[config.mk]
export PLATFORM = sky130hd
export DESIGN_NAME = alu8_core
export DESIGN_NICKNAME = d
export VERILOG_FILES = /design/src/rtl/alu8_pkg.sv /design/src/rtl/alu8_addsub.sv /design/src/rtl/alu8_bitwise.sv /design/src/rtl/alu8_core.sv
export SDC_FILE = /design/constraint.sdc
export NUM_CORES = 1
export LEC_CHECK = 0
export ABC_CLOCK_PERIOD_IN_PS = 4980
export BUFFER_PORTS_ARGS = -buffer_cell sky130_fd_sc_hd__buf_2
export CAP_MARGIN = 20
export CORE_UTILIZATION = 44
export DETAILED_ROUTE_END_ITERATION = 7
export PLACE_DENSITY_LB_ADDON = 0.08
export SLEW_MARGIN = 20
export SYNTH_ARGS = -nofsm -noshare
export SYNTH_HDL_FRONTEND = slang
export SYNTH_SLANG_ARGS = --single-unit
[constraint.sdc]
create_clock -name vclk -period 4.98
set_clock_uncertainty 0.15 [all_clocks]
set_input_delay 0.249 -clock vclk [all_inputs]
set_output_delay 0.249 -clock vclk [all_outputs]
set_load 0.005 [all_outputs]
[src/rtl/alu8_pkg.sv]
package alu8_pkg;
    localparam int DATA_W = 8;
    localparam int OP_W   = 4;

    localparam logic [OP_W-1:0] OP_ADD = 4'd0;
    localparam logic [OP_W-1:0] OP_ADC = 4'd1;
    localparam logic [OP_W-1:0] OP_SUB = 4'd2;
    localparam logic [OP_W-1:0] OP_SBC = 4'd3;
    localparam logic [OP_W-1:0] OP_CP  = 4'd4;
    localparam logic [OP_W-1:0] OP_AND = 4'd5;
    localparam logic [OP_W-1:0] OP_XOR = 4'd6;
    localparam logic [OP_W-1:0] OP_OR  = 4'd7;
    localparam logic [OP_W-1:0] OP_INC = 4'd8;
    localparam logic [OP_W-1:0] OP_DEC = 4'd9;
    localparam logic [OP_W-1:0] OP_NEG = 4'd10;

    // flag bit positions
    localparam int FB_S  = 7;
    localparam int FB_Z  = 6;
    localparam int FB_Y  = 5;
    localparam int FB_H  = 4;
    localparam int FB_X  = 3;
    localparam int FB_PV = 2;
    localparam int FB_N  = 1;
    localparam int FB_C  = 0;

    typedef enum logic [1:0] {
        BW_AND = 2'd0,
        BW_XOR = 2'd1,
        BW_OR  = 2'd2
    } bw_sel_t;

    typedef enum logic [1:0] {
        PATH_ARITH = 2'd0,
        PATH_LOGIC = 2'd1,
        PATH_IDLE  = 2'd2
    } path_t;
endpackage

[src/rtl/alu8_addsub.sv]
module alu8_addsub #(
    parameter int DW = 8
) (
    input  logic [DW-1:0] x_i,
    input  logic [DW-1:0] y_i,
    input  logic          cin_i,
    input  logic          sub_i,
    output logic [DW-1:0] sum_o,
    output logic          cout_o,
    output logic          hout_o,
    output logic          ovf_o
);
    localparam int HB  = 4;
    localparam int MSB = DW - 1;

    logic [DW:0] wide;
    logic [HB:0] low;

    always_comb begin
        if (sub_i) begin
            wide = {1'b0, x_i} - {1'b0, y_i} - (DW+1)'(cin_i);
            low  = {1'b0, x_i[HB-1:0]} - {1'b0, y_i[HB-1:0]} - (HB+1)'(cin_i);
        end else begin
            wide = {1'b0, x_i} + {1'b0, y_i} + (DW+1)'(cin_i);
            low  = {1'b0, x_i[HB-1:0]} + {1'b0, y_i[HB-1:0]} + (HB+1)'(cin_i);
        end
        sum_o  = wide[DW-1:0];
        cout_o = wide[DW];
        hout_o = low[HB];
        if (sub_i)
            ovf_o = (x_i[MSB] != y_i[MSB]) && (wide[MSB] != x_i[MSB]);
        else
            ovf_o = (x_i[MSB] == y_i[MSB]) && (wide[MSB] != x_i[MSB]);
    end
endmodule

[src/rtl/alu8_bitwise.sv]
module alu8_bitwise
    import alu8_pkg::*;
#(
    parameter int DW = 8
) (
    input  logic [DW-1:0] a_i,
    input  logic [DW-1:0] b_i,
    input  bw_sel_t       sel_i,
    output logic [DW-1:0] r_o,
    output logic          even_o
);
    always_comb begin
        unique case (sel_i)
            BW_AND:  r_o = a_i & b_i;
            BW_XOR:  r_o = a_i ^ b_i;
            BW_OR:   r_o = a_i | b_i;
            default: r_o = '0;
        endcase
        even_o = ~(^r_o);
    end
endmodule

[src/rtl/alu8_core.sv]
module alu8_core
    import alu8_pkg::*;
(
    input  logic [3:0] op_i,
    input  logic [7:0] acc_i,
    input  logic [7:0] opnd_i,
    input  logic [7:0] flags_i,
    output logic [7:0] result_o,
    output logic       result_we_o,
    output logic [7:0] flags_o
);
    logic [DATA_W-1:0] ax, ay, asum, lres;
    logic              acin, asub, acout, ahout, aovf, leven;
    logic              keep_c, copy_opnd;
    bw_sel_t           bsel;
    path_t             path;

    // operand steering and path selection
    always_comb begin
        ax        = acc_i;
        ay        = opnd_i;
        acin      = 1'b0;
        asub      = 1'b0;
        keep_c    = 1'b0;
        copy_opnd = 1'b0;
        bsel      = BW_AND;
        path      = PATH_ARITH;
        unique case (op_i)
            OP_ADD: ;
            OP_ADC: acin = flags_i[FB_C];
            OP_SUB: asub = 1'b1;
            OP_SBC: begin asub = 1'b1; acin = flags_i[FB_C]; end
            OP_CP:  begin asub = 1'b1; copy_opnd = 1'b1; end
            OP_INC: begin ay = DATA_W'(1); keep_c = 1'b1; end
            OP_DEC: begin ay = DATA_W'(1); asub = 1'b1; keep_c = 1'b1; end
            OP_NEG: begin ax = '0; ay = acc_i; asub = 1'b1; end
            OP_AND: begin path = PATH_LOGIC; bsel = BW_AND; end
            OP_XOR: begin path = PATH_LOGIC; bsel = BW_XOR; end
            OP_OR:  begin path = PATH_LOGIC; bsel = BW_OR;  end
            default: path = PATH_IDLE;
        endcase
    end

    alu8_addsub #(.DW(DATA_W)) u_addsub (
        .x_i   (ax),
        .y_i   (ay),
        .cin_i (acin),
        .sub_i (asub),
        .sum_o (asum),
        .cout_o(acout),
        .hout_o(ahout),
        .ovf_o (aovf)
    );

    alu8_bitwise #(.DW(DATA_W)) u_bitwise (
        .a_i   (acc_i),
        .b_i   (opnd_i),
        .sel_i (bsel),
        .r_o   (lres),
        .even_o(leven)
    );

    // flag packing
    always_comb begin
        logic [DATA_W-1:0] src;
        result_o    = '0;
        result_we_o = 1'b0;
        flags_o     = flags_i;
        unique case (path)
            PATH_ARITH: begin
                result_o    = asum;
                result_we_o = ~copy_opnd;
                src         = copy_opnd ? opnd_i : asum;
                flags_o[FB_S]  = asum[DATA_W-1];
                flags_o[FB_Z]  = (asum == '0);
                flags_o[FB_Y]  = src[5];
                flags_o[FB_H]  = ahout;
                flags_o[FB_X]  = src[3];
                flags_o[FB_PV] = aovf;
                flags_o[FB_N]  = asub;
                flags_o[FB_C]  = keep_c ? flags_i[FB_C] : acout;
            end
            PATH_LOGIC: begin
                result_o    = lres;
                result_we_o = 1'b1;
                flags_o[FB_S]  = lres[DATA_W-1];
                flags_o[FB_Z]  = (lres == '0);
                flags_o[FB_Y]  = lres[5];
                flags_o[FB_H]  = (bsel == BW_AND);
                flags_o[FB_X]  = lres[3];
                flags_o[FB_PV] = leven;
                flags_o[FB_N]  = 1'b0;
                flags_o[FB_C]  = 1'b0;
            end
            default: ;
        endcase
    end
endmodule

==> results of run 1 <==
## layer usage
layer  up-vias  GRT usage
li1       1086          -
met1       941     0.3715
met2        51     0.3981
met3         2   0.001645
met4         0    0.01020
met5         -          0
## worst min-delay path: stages
cell	delay (ns)
buf_2	0.07
nand2_1	0.04
nand2_1	0.05
buf_2	0.10
## cell usage in the layout, fill, tap and decap left out, types with 2 or more instances in the layout
master	n
o221ai_1	3
o211a_1	3
o21ai_1	2
xor2_1	3
and2_1	3
a211oi_1	8
o21ai_0	5
a22oi_1	3
nor2b_1	2
a21oi_1	21
buf_2	45
a31oi_1	2
a31o_2	2
inv_1	42
nand3_1	8
nor3_1	4
nor2_1	26
o21a_1	5
a21o_1	3
o22ai_1	16
nand4_1	2
nand4bb_1	2
ha_1	39
o311ai_0	2
o211ai_1	6
mux2i_1	5
nand2_1	17
nand2b_1	2
and3_1	2
xnor2_1	7
fa_1	4
or3_1	3
## area by class of cell
type / instances / area, sq um / area share
timing repair buffer: 46 / 232.7 / 0.1059
tap: 50 / 62.56 / 0.02846
multi-input combinational: 227 / 1745 / 0.7940
inverter: 42 / 157.7 / 0.07171
## synth_stat cells, types with 3 or more instances
cell type / n
o21a_1: 5
nand2_1: 17
nor3_1: 4
nand3_1: 8
nor2_1: 26
ha_1: 39
xor2_1: 3
a21oi_1: 21
a21o_1: 3
o211ai_1: 6
and2_1: 3
a211oi_1: 8
mux2i_1: 5
o22ai_1: 16
a22oi_1: 3
clkbuf_1: 11
or3_1: 3
fa_1: 4
xnor2_1: 7
inv_1: 42
o211a_1: 3
o221ai_1: 3
o21ai_0: 5
## power by group
part / leakage, uW / total [uW] / internal, uW / switching (uW)
sequential: 0 / 0 / 0 / 0
combinational: 0.00114 / 332 / 141 / 191
clock: 0 / 0 / 0 / 0
## worst paths after layout
path | start | cells after the start | to
max | op_i[0] | 12 | flags_o[6]
min | flags_i[1] | 4 | flags_o[1]
## kinds of logic (layout without fill, tap and decap cells)
logic type,Yosys count,count (layout),share of synthesized area
xor gates and xnor gates,10,10,0.04456
buffers and inverters,56,88,0.1120
and+or+nand+nor,79,79,0.2031
AOI/OAI and AO/OA,88,88,0.3126
muxes,7,7,0.03883
adders and majority gates,43,43,0.2890
## through the flow
| stage | setup slack, ns | util |
|---|---|---|
| final | 0.6050 | 0.5305 |
| after global routing | 0.4049 | 0.5305 |
| after CTS | 0.6425 | 0.5305 |
| after detailed placement | 0.6422 | 0.5305 |
| after global placement | 0.6658 | 0.5305 |
| after floorplan | 1.572 | - |
==> flow_summary.html, run 1 <==
<table>
<tr><th>Metric</th><th>Value</th></tr>
<tr><th colspan="2">STA</th></tr>
<tr><td>Period utilisation layout</td><td>0.8785</td></tr>
<tr><td>Maximum operating frequency</td><td>between 200 and 250 MHz</td></tr>
<tr><td>Final number of max-transition violations</td><td>0</td></tr>
<tr><td>Rel. slew slack</td><td>0.5493</td></tr>
<tr><td>Clock period minus final worst setup slack</td><td>about 4.4 ns</td></tr>
<tr><td>Final hold vios</td><td>0</td></tr>
<tr><td>Hold Slack</td><td>around 0.61 ns</td></tr>
<tr><td>Slew of the pin with the lowest slew margin</td><td>around 0.68 ns</td></tr>
<tr><td>Setup violation total in the final timing report</td><td>0</td></tr>
<tr><td>Setup_tns</td><td>0 ns</td></tr>
<tr><td>Unrepaired setup endpoints after global routing</td><td>false</td></tr>
<tr><th colspan="2">Worst setup path</th></tr>
<tr><td>Slowest cell on crit path</td><td>nand4bb_1</td></tr>
<tr><td>Kind of start point of the critical path</td><td>input port</td></tr>
<tr><td>Kind of capture point of the worst setup path</td><td>output port</td></tr>
<tr><td>Type of the worst setup path</td><td>input port to output port</td></tr>
<tr><td>Crit path cell chain</td><td>buf_2 -&gt; nand4bb_1 -&gt; o22ai_1 -&gt; ha_1 -&gt; ha_1 -&gt; or3_1 -&gt; o22ai_1 -&gt; xnor2_1 -&gt; a211oi_1 -&gt; nand4_1 -&gt; o31ai_2 -&gt; buf_2</td></tr>
<tr><td>Largest stage delay, worst path</td><td>between 0.6 and 0.7 ns</td></tr>
<tr><td>CP max FO</td><td>30</td></tr>
<tr><td>Data required, critical path</td><td>about 4.6 ns</td></tr>
<tr><td>Critical path buffer and inverter count</td><td>2</td></tr>
<tr><td>Data arrival time at the worst-slack endpoint</td><td>about 4.0 ns</td></tr>
<tr><td>Crit-path leading delay family</td><td>compound AO/OA/AOI/OAI gates</td></tr>
<tr><th colspan="2">Pwr</th></tr>
<tr><td>Leakage</td><td>between 0.001 and 0.0015 uW</td></tr>
<tr><td>Total power divided by cell area</td><td>roughly 150 nW/um^2</td></tr>
<tr><td>Sum of internal, switching and leakage power</td><td>between 300 and 400 uW</td></tr>
<tr><td>Worst voltage drop across the vdd grid</td><td>about 0.082 mV</td></tr>
<tr><th colspan="2">Route</th></tr>
<tr><td>1st-pass router iterations</td><td>4</td></tr>
<tr><td># DRC</td><td>0</td></tr>
<tr><td>Highest routed metal layer</td><td>met4</td></tr>
<tr><td>WL/cell</td><td>roughly 15 microns</td></tr>
<tr><td>WL met1</td><td>between 2000 and 3000 microns</td></tr>
<tr><td>Wire length on met2</td><td>approximately 2500 microns</td></tr>
<tr><td>Count of vias placed by the detailed router</td><td>about 2100</td></tr>
<tr><td>Antenna Nets Post-Route</td><td>0</td></tr>
<tr><td>Met3 WL post-DR</td><td>173 microns</td></tr>
<tr><td>Vias/cell</td><td>between 5 and 6</td></tr>
<tr><td>Detailed-route wire length</td><td>~5600 microns</td></tr>
<tr><td>Number of DRC violations after detailed-routing iteration 0</td><td>between 150 and 200</td></tr>
<tr><th colspan="2">GRT</th></tr>
<tr><td>Initial antenna violation count</td><td>0</td></tr>
<tr><td>Overall overflow remaining after global route</td><td>0</td></tr>
<tr><td>Largest net degree at the start of global routing</td><td>31</td></tr>
<tr><td>Number of global-route vias before repair</td><td>1798</td></tr>
<tr><td>Overall track demand over capacity in global routing</td><td>0.2436</td></tr>
<tr><td>First-pass GRT wire length</td><td>8680 microns</td></tr>
<tr><th colspan="2">Final layout</th></tr>
<tr><td>Non-Filler Instances</td><td>around 370</td></tr>
<tr><td>Post-synthesis to final-layout area growth</td><td>11.84%</td></tr>
<tr><td>Area of all sequential standard cells</td><td>0 sq um</td></tr>
<tr><td>Share of post-route cells with drive strength above 1</td><td>0.1651</td></tr>
<tr><td>Filler Cells Inserted</td><td>approximately 470</td></tr>
<tr><td>Post-Layout Inst Area</td><td>about 2200 sq um</td></tr>
<tr><td>Total of clock buffers placed in the layout</td><td>0</td></tr>
<tr><td>Total number of nets in the final design</td><td>388</td></tr>
<tr><td>Ant diodes</td><td>0</td></tr>
<tr><td>Sequential cells</td><td>0</td></tr>
<tr><th colspan="2">Flow run</th></tr>
<tr><td>Max capacitance violation total</td><td>0</td></tr>
<tr><th colspan="2">Placed design</th></tr>
<tr><td>Count of port buffers added during placement</td><td>45</td></tr>
<tr><td>Area after DPL</td><td>approximately 2200 sq um</td></tr>
<tr><td>Sum of net half-perimeters after detailed placement</td><td>~4600 microns</td></tr>
<tr><td>Final RePlAce weighted congestion</td><td>~0.8</td></tr>
<tr><td>Placed Cells incl. Taps</td><td>between 300 and 400</td></tr>
<tr><th colspan="2">Logic synthesis</th></tr>
<tr><td>Netlist Area Pre-Place</td><td>a little under 2000 sq um</td></tr>
<tr><td>Cells after synthesis</td><td>approximately 280</td></tr>
<tr><td>Number of nets in the synthesized netlist</td><td>354</td></tr>
<tr><td>Library cells used by synthesis</td><td>slightly above 50</td></tr>
<tr><td>Fraction of synthesized cell area taken by the top area cell type</td><td>0.2482</td></tr>
<tr><td>Main area contributors after synthesis</td><td>ha_1 (25%), inv_1 (8.0%), a21oi_1 (5.3%), o22ai_1 (5.1%), nor2_1 (5.0%)</td></tr>
<tr><td>Mean Syn Cell Area</td><td>just under 7 sq um</td></tr>
<tr><td>Total of warnings raised by yosys</td><td>0</td></tr>
<tr><td>Area leader, netlist</td><td>ha_1</td></tr>
<tr><td>Share of synthesized area occupied by flip-flops and latches</td><td>0</td></tr>
<tr><th colspan="2">Clocking</th></tr>
<tr><td>Hold buffer count at cts</td><td>0</td></tr>
<tr><td>Number of cells upsized or downsized after cts</td><td>0</td></tr>
<tr><td>Number of setup buffers added after CTS</td><td>0</td></tr>
<tr><th colspan="2">Floorplan</th></tr>
<tr><td>Chip Width</td><td>slightly below 70 microns</td></tr>
<tr><td>Top-level I/O count</td><td>45</td></tr>
<tr><td>Die outline height</td><td>68.84 microns</td></tr>
<tr><td>Die Footprint</td><td>roughly 4700 sq um</td></tr>
<tr><td>Area of the core</td><td>4144 sq um</td></tr>
<tr><td>Initial Utilization</td><td>0.4743</td></tr>
<tr><td>Site row count</td><td>23</td></tr>
<tr><th colspan="2">Worst hold path</th></tr>
<tr><td>Hold WC Path Type</td><td>input port to output port</td></tr>
<tr><th colspan="2">Outcome</th></tr>
<tr><td>Run status</td><td>complete, no violations</td></tr>
</table>
Power figures use the tool's default switching activity.
==> run 2: changes to the inputs <==
==> constraint.sdc (replaced) <==
create_clock -name vclk -period 4.98
set_clock_uncertainty 0.15 [all_clocks]
set_input_delay 0.996 -clock vclk [all_inputs]
set_output_delay 0.996 -clock vclk [all_outputs]
set_load 0.005 [all_outputs]
==> run 2 against run 1 <==
Worst hold slack better by 1.5 ns; design area is 34% higher; non-clock buffer count is 56 higher; critical path type unchanged; maximum frequency is 11% lower; cell count is 15% higher; largest cell class unchanged; first-iteration DRC count is 13% higher.
==> flow_summary.html, run 2 (synthesis results as in run 1) <==
<table>
<tr><th>Metric</th><th>Value</th></tr>
<tr><th colspan="2">Outcome</th></tr>
<tr><td>Run status</td><td>complete, no violations (unchanged)</td></tr>
<tr><th colspan="2">Worst setup path</th></tr>
<tr><td>Kind of start point of the critical path</td><td>input port (unchanged)</td></tr>
<tr><td>Data required, critical path</td><td>3.83 ns (was 4.58 ns)</td></tr>
<tr><td>Kind of capture point of the worst setup path</td><td>output port (unchanged)</td></tr>
<tr><td>Crit path cell chain</td><td>buf_8 -&gt; nand4bb_4 -&gt; buf_8 -&gt; buf_12 -&gt; o22ai_1 -&gt; inv_1 -&gt; buf_4 -&gt; ha_1 -&gt; nand3_2 -&gt; o21ai_2 -&gt; buf_4 -&gt; buf_4 -&gt; a211oi_1 -&gt; a31oi_1 -&gt; nand4_1 -&gt; o31ai_2 -&gt; buf_2 (was buf_2 -&gt; nand4bb_1 -&gt; o22ai_1 -&gt; ha_1 -&gt; ha_1 -&gt; or3_1 -&gt; o22ai_1 -&gt; xnor2_1 -&gt; a211oi_1 -&gt; nand4_1 -&gt; o31ai_2 -&gt; buf_2)</td></tr>
<tr><td>Data arrival time at the worst-slack endpoint</td><td>3.75 ns (was 3.98 ns)</td></tr>
<tr><td>Critical path buffer and inverter count</td><td>8 (was 2)</td></tr>
<tr><td>Slowest cell on crit path</td><td>ha_1 (was nand4bb_1)</td></tr>
<tr><td>CP max FO</td><td>6 (was 30)</td></tr>
<tr><td>Type of the worst setup path</td><td>input port to output port (unchanged)</td></tr>
<tr><td>Largest stage delay, worst path</td><td>0.30 ns (was 0.62 ns)</td></tr>
<tr><td>CP most frequent cell</td><td>buf_4</td></tr>
<tr><td>Crit path from</td><td>op_i[0] (unchanged)</td></tr>
<tr><td>Crit-path leading delay family</td><td>buffers and inverters (was compound AO/OA/AOI/OAI gates)</td></tr>
<tr><th colspan="2">Floorplan</th></tr>
<tr><td>Initial Utilization</td><td>0.4743 (unchanged)</td></tr>
<tr><td>Area of the core</td><td>4144 sq um (unchanged)</td></tr>
<tr><td>Chip Width</td><td>68.84 microns (unchanged)</td></tr>
<tr><td>Top-level I/O count</td><td>45 (unchanged)</td></tr>
<tr><td>Site row count</td><td>23 (unchanged)</td></tr>
<tr><td>Die outline height</td><td>68.84 microns (unchanged)</td></tr>
<tr><td>Die Footprint</td><td>4739 sq um (unchanged)</td></tr>
<tr><th colspan="2">STA</th></tr>
<tr><td>PnR worst setup slack</td><td>0.08406 ns (was 0.6050 ns)</td></tr>
<tr><td>Setup_tns</td><td>0 ns (unchanged)</td></tr>
<tr><td>Final hold vios</td><td>0 (unchanged)</td></tr>
<tr><td>Clock period minus final worst setup slack</td><td>4.896 ns (was 4.375 ns)</td></tr>
<tr><td>Setup violation total in the final timing report</td><td>0 (unchanged)</td></tr>
<tr><td>Unrepaired setup endpoints after global routing</td><td>true (was false)</td></tr>
<tr><td>Rel. slew slack</td><td>0.5016 (was 0.5493)</td></tr>
<tr><td>Slew of the pin with the lowest slew margin</td><td>0.7426 ns (was 0.6760 ns)</td></tr>
<tr><td>Final number of max-transition violations</td><td>0 (unchanged)</td></tr>
<tr><td>Maximum operating frequency</td><td>204.3 MHz (was 228.6 MHz)</td></tr>
<tr><td>Period utilisation layout</td><td>0.9831 (was 0.8785)</td></tr>
<tr><th colspan="2">Final layout</th></tr>
<tr><td>Most frequent cells in the layout</td><td>buf_4 (52), buf_2 (41), inv_1 (37), ha_1 (32), nor2_1 (25) (was buf_2 (45), inv_1 (42), ha_1 (39), nor2_1 (26), a21oi_1 (21))</td></tr>
<tr><td>Ant diodes</td><td>0 (unchanged)</td></tr>
<tr><td>Total of clock buffers placed in the layout</td><td>0 (unchanged)</td></tr>
<tr><td>Post-Layout Inst Area</td><td>2957 sq um (was 2198 sq um)</td></tr>
<tr><td>Leading cell type in the layout, fill and taps excluded</td><td>buf_4 (was buf_2)</td></tr>
<tr><td>Post-synthesis to final-layout area growth</td><td>50.41% (was 11.84%)</td></tr>
<tr><td>Share of post-route cells with drive strength above 1</td><td>0.4151 (was 0.1651)</td></tr>
<tr><td>Total number of nets in the final design</td><td>444 (was 388)</td></tr>
<tr><td>Sequential cells</td><td>0 (unchanged)</td></tr>
<tr><td>Area of all sequential standard cells</td><td>0 sq um (unchanged)</td></tr>
<tr><th colspan="2">Flow run</th></tr>
<tr><td>Max capacitance violation total</td><td>0 (unchanged)</td></tr>
<tr><th colspan="2">Placed design</th></tr>
<tr><td>Sum of net half-perimeters after detailed placement</td><td>5000 microns (was 4626 microns)</td></tr>
<tr><td>Post-Place Setup Slack</td><td>-0.1352 ns (was 0.6422 ns)</td></tr>
<tr><td>Final RePlAce weighted congestion</td><td>0.8160 (was 0.8225)</td></tr>
<tr><td>Count of port buffers added during placement</td><td>45 (unchanged)</td></tr>
<tr><td>Area after DPL</td><td>2564 sq um (was 2198 sq um)</td></tr>
<tr><th colspan="2">Pwr</th></tr>
<tr><td>Sum of internal, switching and leakage power</td><td>461.7 uW (was 331.8 uW)</td></tr>
<tr><td>Internal power of the cells</td><td>231.1 uW (was 140.9 uW)</td></tr>
<tr><td>Fraction of power consumed by the clock network</td><td>0 (about the same)</td></tr>
<tr><td>Total power divided by cell area</td><td>156.2 nW/um^2 (was 150.9 nW/um^2)</td></tr>
<tr><td>Net switching component of the power</td><td>230.6 uW (was 190.9 uW)</td></tr>
<tr><td>Fraction of power spent switching nets</td><td>0.4994 (was 0.5754)</td></tr>
<tr><td>Worst voltage drop across the vdd grid</td><td>0.1118 mV (was 0.08170 mV)</td></tr>
<tr><td>Relative contribution of sequential cells to total power</td><td>0 (about the same)</td></tr>
<tr><td>Leakage</td><td>0.001469 uW (was 0.001144 uW)</td></tr>
<tr><td>Comb power frac</td><td>1.000 (about the same)</td></tr>
<tr><th colspan="2">GRT</th></tr>
<tr><td>Overall overflow remaining after global route</td><td>0 (unchanged)</td></tr>
<tr><td>Overall track demand over capacity in global routing</td><td>0.2631 (was 0.2436)</td></tr>
<tr><td>Largest net degree at the start of global routing</td><td>23 (was 31)</td></tr>
<tr><td>Initial antenna violation count</td><td>0 (unchanged)</td></tr>
<tr><td>First-pass GRT wire length</td><td>9522 microns (was 8680 microns)</td></tr>
<tr><td>Number of global-route vias before repair</td><td>2110 (was 1798)</td></tr>
<tr><th colspan="2">Route</th></tr>
<tr><td>WL/cell</td><td>15.18 microns (was 15.39 microns)</td></tr>
<tr><td>Detailed-route wire length</td><td>6391 microns (was 5617 microns)</td></tr>
<tr><td># DRC</td><td>0 (unchanged)</td></tr>
<tr><td>Count of vias placed by the detailed router</td><td>2419 (was 2080)</td></tr>
<tr><td>1st-pass router iterations</td><td>4 (unchanged)</td></tr>
<tr><td>Number of DRC violations after detailed-routing iteration 0</td><td>177 (was 157)</td></tr>
<tr><td>Antenna Nets Post-Route</td><td>0 (unchanged)</td></tr>
<tr><td>Vias/cell</td><td>5.746 (was 5.699)</td></tr>
<tr><th colspan="2">Worst hold path</th></tr>
<tr><td>Hold worst-path end</td><td>flags_o[1] (unchanged)</td></tr>
<tr><td>Instance count along the most critical hold path</td><td>4 (unchanged)</td></tr>
<tr><td>Start point of the worst hold path</td><td>flags_i[1] (unchanged)</td></tr>
<tr><td>Hold WC Path Type</td><td>input port to output port (unchanged)</td></tr>
<tr><th colspan="2">Clocking</th></tr>
<tr><td>Hold buffer count at cts</td><td>0 (unchanged)</td></tr>
</table>
[run 2: cell count changes in the layout (fill, tap and decap cells not counted), sizes merged]
cell  change
buf      +56
[run 2: power groups by stage]
| stage | sequential (uW) | combinational, uW | clock [uW] |
|---|---|---|---|
| 2_1_floorplan | 0 | 235 | 0 |
| 6_report | 0 | 462 | 0 |
| 5_1_grt | 0 | 507 | 0 |
| 3_3_place_gp | 0 | 380 | 0 |
| 3_5_place_dp | 0 | 385 | 0 |
| 4_1_cts | 0 | 392 | 0 |
[run 2: what timing repair did]
item                       CTS  global route
gates resized for setup      6            62
setup buffers                0             9
pin swaps                    0            26
gates cloned                 0             0
setup endpoints to repair    5            10
[run 2: layout make-up]
| cell class | count | area (sq um) |
|---|---|---|
| Multi-Input combinational cell | 227 | 2014 |
| Fill cell | 353 | 1187 |
| Timing Repair Buffer | 102 | 721.9 |
| Inverter | 42 | 157.7 |
| Tap cell | 50 | 62.56 |
[run 2: metal layers]
layer / track usage / share of wire / vias up
met5: 0 / 0 / -
met4: 0.05612 / 0.016 / 0
met3: 0.01645 / 0.049 / 10
met2: 0.4442 / 0.46 / 76
met1: 0.3635 / 0.47 / 1127
li1: - / - / 1206
[run 2: through the flow]
stage	hold WS, ns	utilization	std cells
final	2.108	0.7135	421
after CTS	2.111	0.6253	412
after floorplan	1.931	-	283
after global placement	2.107	0.6187	412
after global routing	2.131	0.7135	421
after detailed placement	2.108	0.6187	412
[run 2: worst max-delay path by stage]
stage	cells past startpoint	to	slack, ns
floorplan	13	flags_o[2]	0.08
global placement	14	flags_o[2]	-0.13
detailed placement	14	flags_o[7]	-0.14
CTS	15	flags_o[6]	0.01
global route	15	flags_o[2]	-0.04
finish	17	flags_o[6]	0.08
